**config.mk**
```make
export PLATFORM = sky130hd
export DESIGN_NAME = write_guard_status
export DESIGN_NICKNAME = d
export VERILOG_FILES = /design/src/rtl/wg_pkg.sv /design/src/rtl/wg_arm_latch.sv /design/src/rtl/wg_level_reg.sv /design/src/rtl/wg_range_check.sv /design/src/rtl/write_guard_status.sv
export SDC_FILE = /design/constraint.sdc
export NUM_CORES = 1
export LEC_CHECK = 0
export ABC_CLOCK_PERIOD_IN_PS = 3600
export BUFFER_PORTS_ARGS = -buffer_cell sky130_fd_sc_hd__buf_4
export CAP_MARGIN = 20
export CORE_AREA = 5 5 42 44
export DETAILED_ROUTE_END_ITERATION = 10
export DIE_AREA = 0 0 47 49
export GPL_TIMING_DRIVEN = 0
export PLACE_DENSITY = 0.7
export REMOVE_ABC_BUFFERS = 1
export SKIP_CTS_REPAIR_TIMING = 1
export SLEW_MARGIN = 40
export SYNTH_ARGS = -nofsm -noshare
export SYNTH_HDL_FRONTEND = slang
export SYNTH_HIERARCHICAL = 1
export SYNTH_SLANG_ARGS = --single-unit
```
**constraint.sdc**
```tcl
create_clock -name clk -period 3.6 [get_ports clk]
set_clock_uncertainty 0.2 [all_clocks]
set_input_delay 0.36 -clock clk [delete_from_list [all_inputs] [get_ports clk]]
set_output_delay 0.36 -clock clk [all_outputs]
set_load 0.03 [all_outputs]
```
**src/rtl/wg_pkg.sv**
```systemverilog
package wg_pkg;
  localparam int STATUS_W = 8;
  localparam int LVL_W    = 2;
  typedef logic [LVL_W-1:0] guard_lvl_t;
  typedef enum logic [LVL_W-1:0] {
    LVL_OPEN    = 2'd0,
    LVL_QUARTER = 2'd1,
    LVL_HALF    = 2'd2,
    LVL_ALL     = 2'd3
  } guard_mode_e;
endpackage

```
**src/rtl/wg_arm_latch.sv**
```systemverilog
module wg_arm_latch (
  input  logic clk,
  input  logic rst,
  input  logic prot_pin_n,
  input  logic set_req,
  input  logic clr_req,
  input  logic done_pulse,
  output logic arm_d,
  output logic arm_q
);
  always_comb begin
    if (!prot_pin_n || clr_req || done_pulse) arm_d = 1'b0;
    else if (set_req)                         arm_d = 1'b1;
    else                                      arm_d = arm_q;
  end

  always_ff @(posedge clk) begin
    if (rst) arm_q <= 1'b0;
    else     arm_q <= arm_d;
  end

  AST_DISARM_CLEARS: assert property (@(posedge clk) disable iff (rst)
    clr_req |=> !arm_q);
  AST_PIN_LOW_CLEARS: assert property (@(posedge clk) disable iff (rst)
    !prot_pin_n |=> !arm_q);
  AST_DONE_CLEARS: assert property (@(posedge clk) disable iff (rst)
    done_pulse |=> !arm_q);
  AST_NO_SPURIOUS_SET: assert property (@(posedge clk) disable iff (rst)
    (!arm_q && !set_req) |=> !arm_q);
endmodule

```
**src/rtl/wg_level_reg.sv**
```systemverilog
module wg_level_reg
  import wg_pkg::*;
#(
  parameter guard_lvl_t RST_LEVEL = 2'd0,
  parameter int         LVL_LSB   = 2
) (
  input  logic             clk,
  input  logic             rst,
  input  logic             commit,
  input  logic             allow,
  input  logic [7:0]       data,
  output guard_lvl_t       lvl_d,
  output guard_lvl_t       lvl_q
);
  always_comb begin
    lvl_d = lvl_q;
    if (commit && allow) lvl_d = data[LVL_LSB +: LVL_W];
  end

  always_ff @(posedge clk) begin
    if (rst) lvl_q <= RST_LEVEL;
    else     lvl_q <= lvl_d;
  end

  AST_LVL_HELD: assert property (@(posedge clk) disable iff (rst)
    !(commit && allow) |=> $stable(lvl_q));
endmodule

```
**src/rtl/wg_range_check.sv**
```systemverilog
module wg_range_check
  import wg_pkg::*;
#(
  parameter int ADDR_W = 9
) (
  input  guard_lvl_t        lvl,
  input  logic [ADDR_W-1:0] addr,
  output logic              hit
);
  localparam logic [ADDR_W-1:0] HALF_BASE    = ADDR_W'(1) << (ADDR_W-1);
  localparam logic [ADDR_W-1:0] QUARTER_BASE = ADDR_W'(3) << (ADDR_W-2);

  always_comb begin
    unique case (guard_mode_e'(lvl))
      LVL_OPEN:    hit = 1'b0;
      LVL_QUARTER: hit = (addr >= QUARTER_BASE);
      LVL_HALF:    hit = (addr >= HALF_BASE);
      LVL_ALL:     hit = 1'b1;
      default:     hit = 1'b1;
    endcase
  end
endmodule

```
**src/rtl/write_guard_status.sv**
```systemverilog
module write_guard_status
  import wg_pkg::*;
#(
  parameter int         ADDR_W    = 9,
  parameter guard_lvl_t RST_LEVEL = 2'd0
) (
  input  logic              clk,
  input  logic              rst,
  input  logic              prot_pin_n,
  input  logic              cmd_arm,
  input  logic              cmd_disarm,
  input  logic              cmd_lvl_commit,
  input  logic [7:0]        lvl_data,
  input  logic              eng_busy,
  input  logic              eng_done_data,
  input  logic              eng_done_lvl,
  input  logic [ADDR_W-1:0] query_addr,
  output logic [7:0]        status_byte,
  output logic              write_ok
);
  localparam int PAD_W = STATUS_W - LVL_W - 2;

  logic       arm_d, arm_q;
  guard_lvl_t lvl_d, lvl_q;
  logic       prot_hit;
  logic       lvl_allow;

  assign lvl_allow = arm_q && prot_pin_n;

  wg_arm_latch u_arm (
    .clk        (clk),
    .rst        (rst),
    .prot_pin_n (prot_pin_n),
    .set_req    (cmd_arm),
    .clr_req    (cmd_disarm),
    .done_pulse (eng_done_data | eng_done_lvl),
    .arm_d      (arm_d),
    .arm_q      (arm_q)
  );

  wg_level_reg #(.RST_LEVEL(RST_LEVEL), .LVL_LSB(2)) u_lvl (
    .clk    (clk),
    .rst    (rst),
    .commit (cmd_lvl_commit),
    .allow  (lvl_allow),
    .data   (lvl_data),
    .lvl_d  (lvl_d),
    .lvl_q  (lvl_q)
  );

  wg_range_check #(.ADDR_W(ADDR_W)) u_rng (
    .lvl  (lvl_d),
    .addr (query_addr),
    .hit  (prot_hit)
  );

  always_ff @(posedge clk) begin
    if (rst) begin
      status_byte <= {{PAD_W{1'b0}}, RST_LEVEL, 1'b0, 1'b0};
      write_ok    <= 1'b0;
    end else begin
      status_byte <= eng_busy ? {STATUS_W{1'b1}}
                              : {{PAD_W{1'b0}}, lvl_d, arm_d, 1'b0};
      write_ok    <= prot_pin_n && arm_d && !prot_hit;
    end
  end

  AST_BUSY_MASK: assert property (@(posedge clk) disable iff (rst)
    eng_busy |=> (status_byte == 8'hFF));
  AST_PIN_BLOCKS_WRITE: assert property (@(posedge clk) disable iff (rst)
    !prot_pin_n |=> !write_ok);
  AST_DISARM_BLOCKS_WRITE: assert property (@(posedge clk) disable iff (rst)
    cmd_disarm |=> !write_ok);
  AST_IDLE_PAD_ZERO: assert property (@(posedge clk) disable iff (rst)
    !eng_busy |=> (status_byte[7:4] == 4'h0 && !status_byte[0]));
endmodule

```
# Word-level counts from Yosys, hierarchy flattened

Index checks and enable logic that the tools add are counted.

Add/sub/neg operators: 0
$mul: 0
Div/mod/pow operators: 0
Magnitude comparators: 2
Equality and inequality tests: 3
Shift-type cells: 0
Mux-type cells: 5
Bitwise operators: 1
Reduce and logical (&&, ||, !) cells: 9

Operators by type and width:

| kind                                                | number |
|---|---|
| >= comparator 9 bit, second input constant          | 2 |
| 2-to-1 mux 8 bit                                    | 1 |
| equality test 2 bit, second input constant          | 2 |
| logical AND 1 bit                                   | 4 |
| case mux 1 bit (4 select lines)                     | 1 |
| equality test 2 x 1 -> 1 bit, second input constant | 1 |
| zero test 1 bit                                     | 2 |
| zero test 2 bit                                     | 1 |
| logical OR 1 bit                                    | 2 |
| 2-to-1 mux 1 bit                                    | 2 |
| 2-to-1 mux 2 bit                                    | 1 |
| OR 1 bit                                            | 1 |

Flip-flop bits (word level): 12
Latch bits: 0
RAM bits: 0
ROM bits: 0
Bits of input ports: 26
Output and inout bits: 9
Word-level logic and storage cells: 24
Memories: 0

# Depth between registers and ports, before layout

Gate-level depths: netlist (run 1).

Word-level depth: 7
Mapped depth: 6

# By module

Netlist (run 1), hierarchy kept.

By module, submodules not included:

| module             | times used | cells an instance | area an instance (µm²) | sequential area each (µm²) |
|---|---|---|---|---|
| write_guard_status | 1          | 16                | 193.9                  | 100.1 |
| wg_level_reg       | 1          | 10                | 87.6                   | 40.0 |
| wg_arm_latch       | 1          | 4                 | 42.5                   | 20.0 |
| wg_range_check     | 1          | 3                 | 13.8                   | 0.0 |

# Worst setup path after synthesis (run 1)

OpenSTA, ideal clock, no wires.

Kind: input to register
From: input port prot_pin_n
To: register write_ok
Data arrival time: 1.092 ns
Setup slack: 2.190 ns
Cell stages on the path: 6
Path buffers: 0
Cells stage by stage: and2_1 > a21bo_1 > nand2_1 > o21ai_1 > nand2_1 > and4bb_2

Cells in the longest elaborated chain, start to end: 7
Elaborated cells on any way between the ends: 15
Those cells by class: 3 x eq/ne; 3 x mux; 9 x reduce/logical

Ends and longest elaborated chain:

| item                                              | line                     | text |
|---|---|---|
| start, declared                                   | write_guard_status.sv:9  | `input logic prot_pin_n,` |
| logical AND 1 bit (*)                             | write_guard_status.sv:28 | `assign lvl_allow = arm_q && prot_pin_n;` |
| logical AND 1 bit (*)                             | wg_level_reg.sv:17       | `if (commit && allow) lvl_d = data[LVL_LSB +: LVL_W];` |
| 2-to-1 mux 2 bit (*)                              | wg_level_reg.sv:17       |  |
| via lvl_d[0]                                      | write_guard_status.sv:24 | `guard_lvl_t lvl_d, lvl_q;` |
| equality test 2 bit, or another cell as far along | wg_range_check.sv:14     | `unique case (guard_mode_e'(lvl))` |
| case mux 1 bit (4 select lines) (*)               | wg_range_check.sv:14     |  |
| via prot_hit                                      | write_guard_status.sv:25 | `logic prot_hit;` |
| zero test 1 bit (*)                               | write_guard_status.sv:64 | `write_ok <= prot_pin_n && arm_d && !prot_hit;` |
| logical AND 1 bit (*)                             | write_guard_status.sv:64 |  |
| end signal, assigned                              | write_guard_status.sv:64 |  |
| end, declared                                     | write_guard_status.sv:19 | `output logic write_ok` |

The timed path passes the listed nets; every way through them passes the cells marked *.
A chain may end at the register's enable or synchronous reset.

# Final worst setup path (run 1)

From: register u_arm.arm_q
To: register write_ok

Cells in the longest elaborated chain, start to end: 7
Elaborated cells on any way between the ends: 13
Those cells by class: 3 x eq/ne; 4 x mux; 6 x reduce/logical

Ends and longest elaborated chain:

| item                                              | line                     | text |
|---|---|---|
| start, declared                                   | wg_arm_latch.sv:9        | `output logic arm_q` |
| start signal, assigned                            | wg_arm_latch.sv:19       | `else arm_q <= arm_d;` |
| logical AND 1 bit (*)                             | write_guard_status.sv:28 |  |
| via lvl_allow                                     | write_guard_status.sv:26 | `logic lvl_allow;` |
| logical AND 1 bit (*)                             | wg_level_reg.sv:17       |  |
| 2-to-1 mux 2 bit (*)                              | wg_level_reg.sv:17       |  |
| via lvl_d[0]                                      | write_guard_status.sv:24 |  |
| equality test 2 bit, or another cell as far along | wg_range_check.sv:14     |  |
| case mux 1 bit (4 select lines) (*)               | wg_range_check.sv:14     |  |
| via prot_hit                                      | write_guard_status.sv:25 |  |
| zero test 1 bit (*)                               | write_guard_status.sv:64 |  |
| logical AND 1 bit (*)                             | write_guard_status.sv:64 |  |

Marked as above.

==> results of run 1 <==
[layer usage]
layer	GRT usage	wire length, um
met5	0	0
met1	0.0690	238
met4	0.0138	0
met2	0.0905	313
met3	0.0701	138
[registers in the layout (all words and copies together), names as in the netlist]
signal	flops
u_lvl/lvl_q	2
write_ok	1
u_arm/arm_q	1
status_byte	4
[final timing paths]
check | start | to | slack [ps] | cells past startpoint
worst max-delay path | u_arm/arm_q | write_ok | 2150 | 6
worst min-delay path | cmd_disarm | u_arm/arm_q | 80 | 2
worst min register to register | u_arm/arm_q | u_arm/arm_q | 370 | 2
worst max register to register | u_arm/arm_q | write_ok | 2150 | 6
[power by group]
part	internal (mW)	switching (mW)
Sequential	0.0913	0.00115
Clock	0.0380	0.0280
Combinational	0.0177	0.0170
[logic make-up (layout without fill, tap and decap cells)]
| logic type | after synthesis | count (layout) | share of synthesized area |
|---|---|---|---|
| AND/OR/NAND/NOR | 12 | 12 | 0.230 |
| AO/OA/AOI/OAI | 9 | 9 | 0.207 |
| flip-flops | 8 | 8 | 0.474 |
| buffers and inverters | 4 | 24 | 0.0889 |
[cell usage after synthesis, drive strengths merged]
master	count
buf	4
nor4	1
a21oi	2
nand2	3
and4bb	1
and2b	1
o21ba	3
or2	1
and2	1
nand3	3
o21ai	2
nor3	1
a21bo	2
dfxtp	8
[cell usage in the layout (no fill, tap or decap), drive strengths merged]
master / netlist / routed
buf: 4 / 21
clkbuf: 0 / 3
or2: 1 / 1
nand2: 3 / 3
and2: 1 / 1
o21ai: 2 / 2
a21bo: 2 / 2
and2b: 1 / 1
dfxtp: 8 / 8
and4bb: 1 / 1
nand3: 3 / 3
nor4: 1 / 1
nor3: 1 / 1
o21ba: 3 / 3
a21oi: 2 / 2
[area by class of cell]
cell class	instances	share of cell area
clock buffer	3	0.0443
tap	16	0.0394
timing repair buffer	21	0.310
multi-input combinational	21	0.291
sequential	8	0.315
[through the flow]
stage | util | total power, mW | instance area, um2 | hold slack, ps
after global placement | 0.346 | 0.129 | 485 | 336
after global routing | 0.363 | 0.206 | 508 | 65.6
after detailed placement | 0.346 | 0.129 | 485 | 339
after floorplan | - | 0.109 | 308 | 229
final | 0.363 | 0.193 | 508 | 80.9
after CTS | 0.363 | 0.198 | 508 | 69.5
==> reports/qor.yml, run 1 <==
tightest_slew_ps: 246
drv_cap: 0
diodes: 0
dpl.cell_count: 66
area_delta_synth_final_pct: 50.4
end_kind: "flop"
rsz0062_at_grt: "false"
grt_pass1_wl_um: 1060
avgViaCountPerCell: 4.35
track_usage: 0.0658
synth_area_um2: 338
outcome: "finished clean"
fin_tns_setup_ps: 0
crit_slowest_cell: "dfxtp_1"
core-area_um2: 1400
drc: 0
fin_crit_sh: 0.403
die_y_um: 49
crit_buf_inv: 0
max_freq_mhz: 689
hold_path.class: "input pin to flop"
cp.required_ps: 3590
multi_input_area_um2: 148
path_clk_slew_ps: 50
drive_gt1_frac: 0.585
clockBufferDepth: 2
crit_type: "flop to flop"
hold_viol: 0
clock-sinks: 8
cts_buffers: 3
drt_first_pass_iters: 2
slowest_delay_ps: 320
grt_max_degree: 9
drt_iter0_drc: 4
syn_area_per_cell_um2: 10.2
worstPathCellList: "and2_1 -> a21bo_1 -> nand2_1 -> o21ai_1 -> nand2_1 -> and4bb_2"
portBuffers: 21
wl_um: 691
setup_viol: 0
grt_antenna_before_repair: 0
initial_core_util: 0.241
crit_top_cell: "nand2_1"
ant_nets: 0
grt_pass1_vias: 268
nets: 81
die_w_um: 47
ys_ff_latch: 8
synth_cells: 33
cts-root-buf: "clkbuf_4"
hpwlAfterDp_um: 593
vias: 300
crit_fanout: 4
report.final.slew_viol_count: 0
cts_tree: "done"
start_kind: "flop"
place_ws_ps: 1980
grt_overflow: 0
synth_top_area_share: 0.474
h-tree-depth: 1
peakVddDrop_mv: 0.235
row_count: 14
synth.yosys.seq_area_share: 0.474
powerDensity_nw_per_um2: 380
dieArea_um2: 2300
p_leak_nw: 0.244
wl_per_cell_um: 10.0
clkLatencyLatePin_ps: 250
cp_top_family: "simple AND/OR/NAND/NOR gates"
gp_congestion: 0.607
io_pins: 35
fin_cells: 69
period_minus_slack_ps: 1450
ys_types: 14
setup_slack_ps: 2150
relSlewSlack: 0.834
fill_cells: 150
yosysWarningCount: 6
seq_area_um2: 160
synth_area_leader_cell: "dfxtp_1"
worstPathArrival_ps: 1440
synth_area_leaders: "dfxtp_1, o21ba_2, buf_4"
No activity file was read; power rests on OpenSTA's default activity.
==> inputs of run 2 (changes only) <==
Settings changed: ABC_CLOCK_PERIOD_IN_PS 3600 to 1300, PLACE_DENSITY 0.7 to 0.72.
Clock period 3.6 ns to 1.3 ns, I/O delays scaled along.
==> run 2 against run 1 <==
The flow now finishes with violations (hold timing, setup timing). Register-to-register slack worse by 2300 ps. Setup slack worse by 2300 ps. Wire length up 17%. First-iteration DRC count is 25% higher. Largest cell class is now buffers. Critical path type unchanged. Global-route usage grew 0.21 points. Hold slack worse by 160 ps. Largest power group unchanged.
==> reports/qor.yml, run 2 (synthesized netlist as in run 1, its figures left out) <==
dieArea_um2: 2300  # unchanged
end_kind: "flop"
crit_slowest_cell: "dfxtp_2"
final_core_util: 0.392  # +0.0295
worstPathArrival_ps: 1350  # -90 ps
design_area_um2: 549  # +8.1%
largest-register: "status_byte"
hold_viol: 2  # +2
h-tree-depth: 1  # unchanged
rsz0062_at_grt: "true"
diodes: 0  # unchanged
reg2reg_depth: 6  # unchanged
dpl-instance-area_um2: 485  # unchanged
r2r_slack_ps: -100  # -2250 ps
cp_top_family: "simple AND/OR/NAND/NOR gates"
worstHoldStart: "eng_done_data"
die_y_um: 49  # unchanged
path_clk_slew_ps: 60  # about the same
wl_um: 810  # +17%
largest_reg_flops: 4  # unchanged
track_usage: 0.0679  # +0.00212
die_w_um: 47  # unchanged
grt_pass1_wl_um: 1010  # -4.5%
clockBufferDepth: 2  # unchanged
grt_overflow: 0  # unchanged
crit_fanout: 4  # unchanged
gp_congestion: 0.615  # +1.4%
drt_iter0_drc: 5  # +1
violations: "hold timing, setup timing"
portBuffers: 21  # unchanged
slowest_delay_ps: 320  # about the same
setup_viol: 1  # +1
period_minus_slack_ps: 1400  # -46.5 ps
wl_per_cell_um: 11.3  # +12%
layout_common_cells: "buf_4, dfxtp_1, o21ba_2, clkbuf_4, dlygate4sd3_1"
holdWs_ps: -78.0  # -159 ps
peakVddDrop_mv: 0.408  # +74%
crit_type: "flop to flop"
r2r-start: "u_arm/arm_q"
grt_pass1_vias: 251  # -6.3%
drv_cap: 0  # unchanged
max_freq_mhz: 712  # +3.3%
grt_max_degree: 9  # unchanged
core-area_um2: 1400  # unchanged
outcome: "finished with violations"
worst_hold_path.endpoint: "u_arm/arm_q"
crit_buf_inv: 0  # unchanged
setup_slack_ps: -105  # -2250 ps
cts_tree: "done"
hold_path.class: "input pin to flop"
ant_nets: 0  # unchanged
drc: 0  # unchanged
worstPathCellList: "and2_4 -> a21bo_1 -> nand2_2 -> nand3_2 -> nand2_1 -> and4bb_2"
vias: 322  # +7.3%
startpoint: "u_arm/arm_q"
holdPathStages: 3  # +1
cts_buffers: 3  # unchanged
drt_first_pass_iters: 2  # unchanged
fin_tns_setup_ps: -105  # -105 ps
rr_endpoint: "write_ok"
io_pins: 35  # unchanged
clkLatencyLatePin_ps: 260  # about the same
clock-sinks: 8  # unchanged
relSlewSlack: 0.835  # +0.000980
grt_antenna_before_repair: 0  # unchanged
tightest_slew_ps: 245  # -1.46 ps
cp.required_ps: 1250  # -2340 ps
row_count: 14  # unchanged
p_leak_nw: 0.258  # +5.8%
fin_crit_sh: 1.08  # +0.677
area_delta_synth_final_pct: 62.6
cts-root-buf: "clkbuf_4"
powerDensity_nw_per_um2: 1020  # +170%
drive_gt1_frac: 0.625  # +0.0401
avgViaCountPerCell: 4.47  # +2.9%
report.final.slew_viol_count: 0  # unchanged
nets: 84  # +3.7%
start_kind: "flop"
reg.largest.list: "status_byte (4), u_lvl/lvl_q (2)"
layout_commonest_cell: "buf_4"
initial_core_util: 0.241  # unchanged
==> run 2: metal layers <==
layer | vias to the layer above | share of wire | GRT usage
met5 | - | 0 | 0
met4 | 0 | 0.027 | 0.0553
met3 | 3 | 0.18 | 0.0590
met2 | 20 | 0.42 | 0.0882
met1 | 140 | 0.36 | 0.0646
li1 | 159 | - | -
==> run 2: tightest hold or removal path: stages <==
cell	delay [ps]
buf_4	70
or2_2	110
nor4_2	40
==> run 2: how the worst max path moves through the flow <==
stage | to | slack (ps) | cells past startpoint
finish | write_ok | -100 | 6
CTS | write_ok | -170 | 6
global route | write_ok | -130 | 6
detailed placement | write_ok | -130 | 6
global placement | write_ok | -120 | 6
floorplan | status_byte[0] | -260 | 0
==> run 2: per-stage QoR <==
step                cells  setup slack (ps)  power [mW]
finish                 72              -105       0.558
detailed placement     66              -134       0.359
global placement       66              -115       0.357
floorplan              29              -261       0.302
CTS                    69              -173       0.562
global route           72              -132       0.588
==> run 2: layout make-up <==
cell class              count  area, um2
well taps                  16       20.0
clock buffers               3       22.5
multi-input cells          21        158
fillers                   152        852
flip-flops and latches      8        161
repair buffers             24        188
==> run 2: report_power, final <==
part	internal, mW	switching (mW)	leakage, nW
clock	0.106	0.0908	0.0138
combinational	0.0551	0.0500	0.178
sequential	0.253	0.00322	0.0661
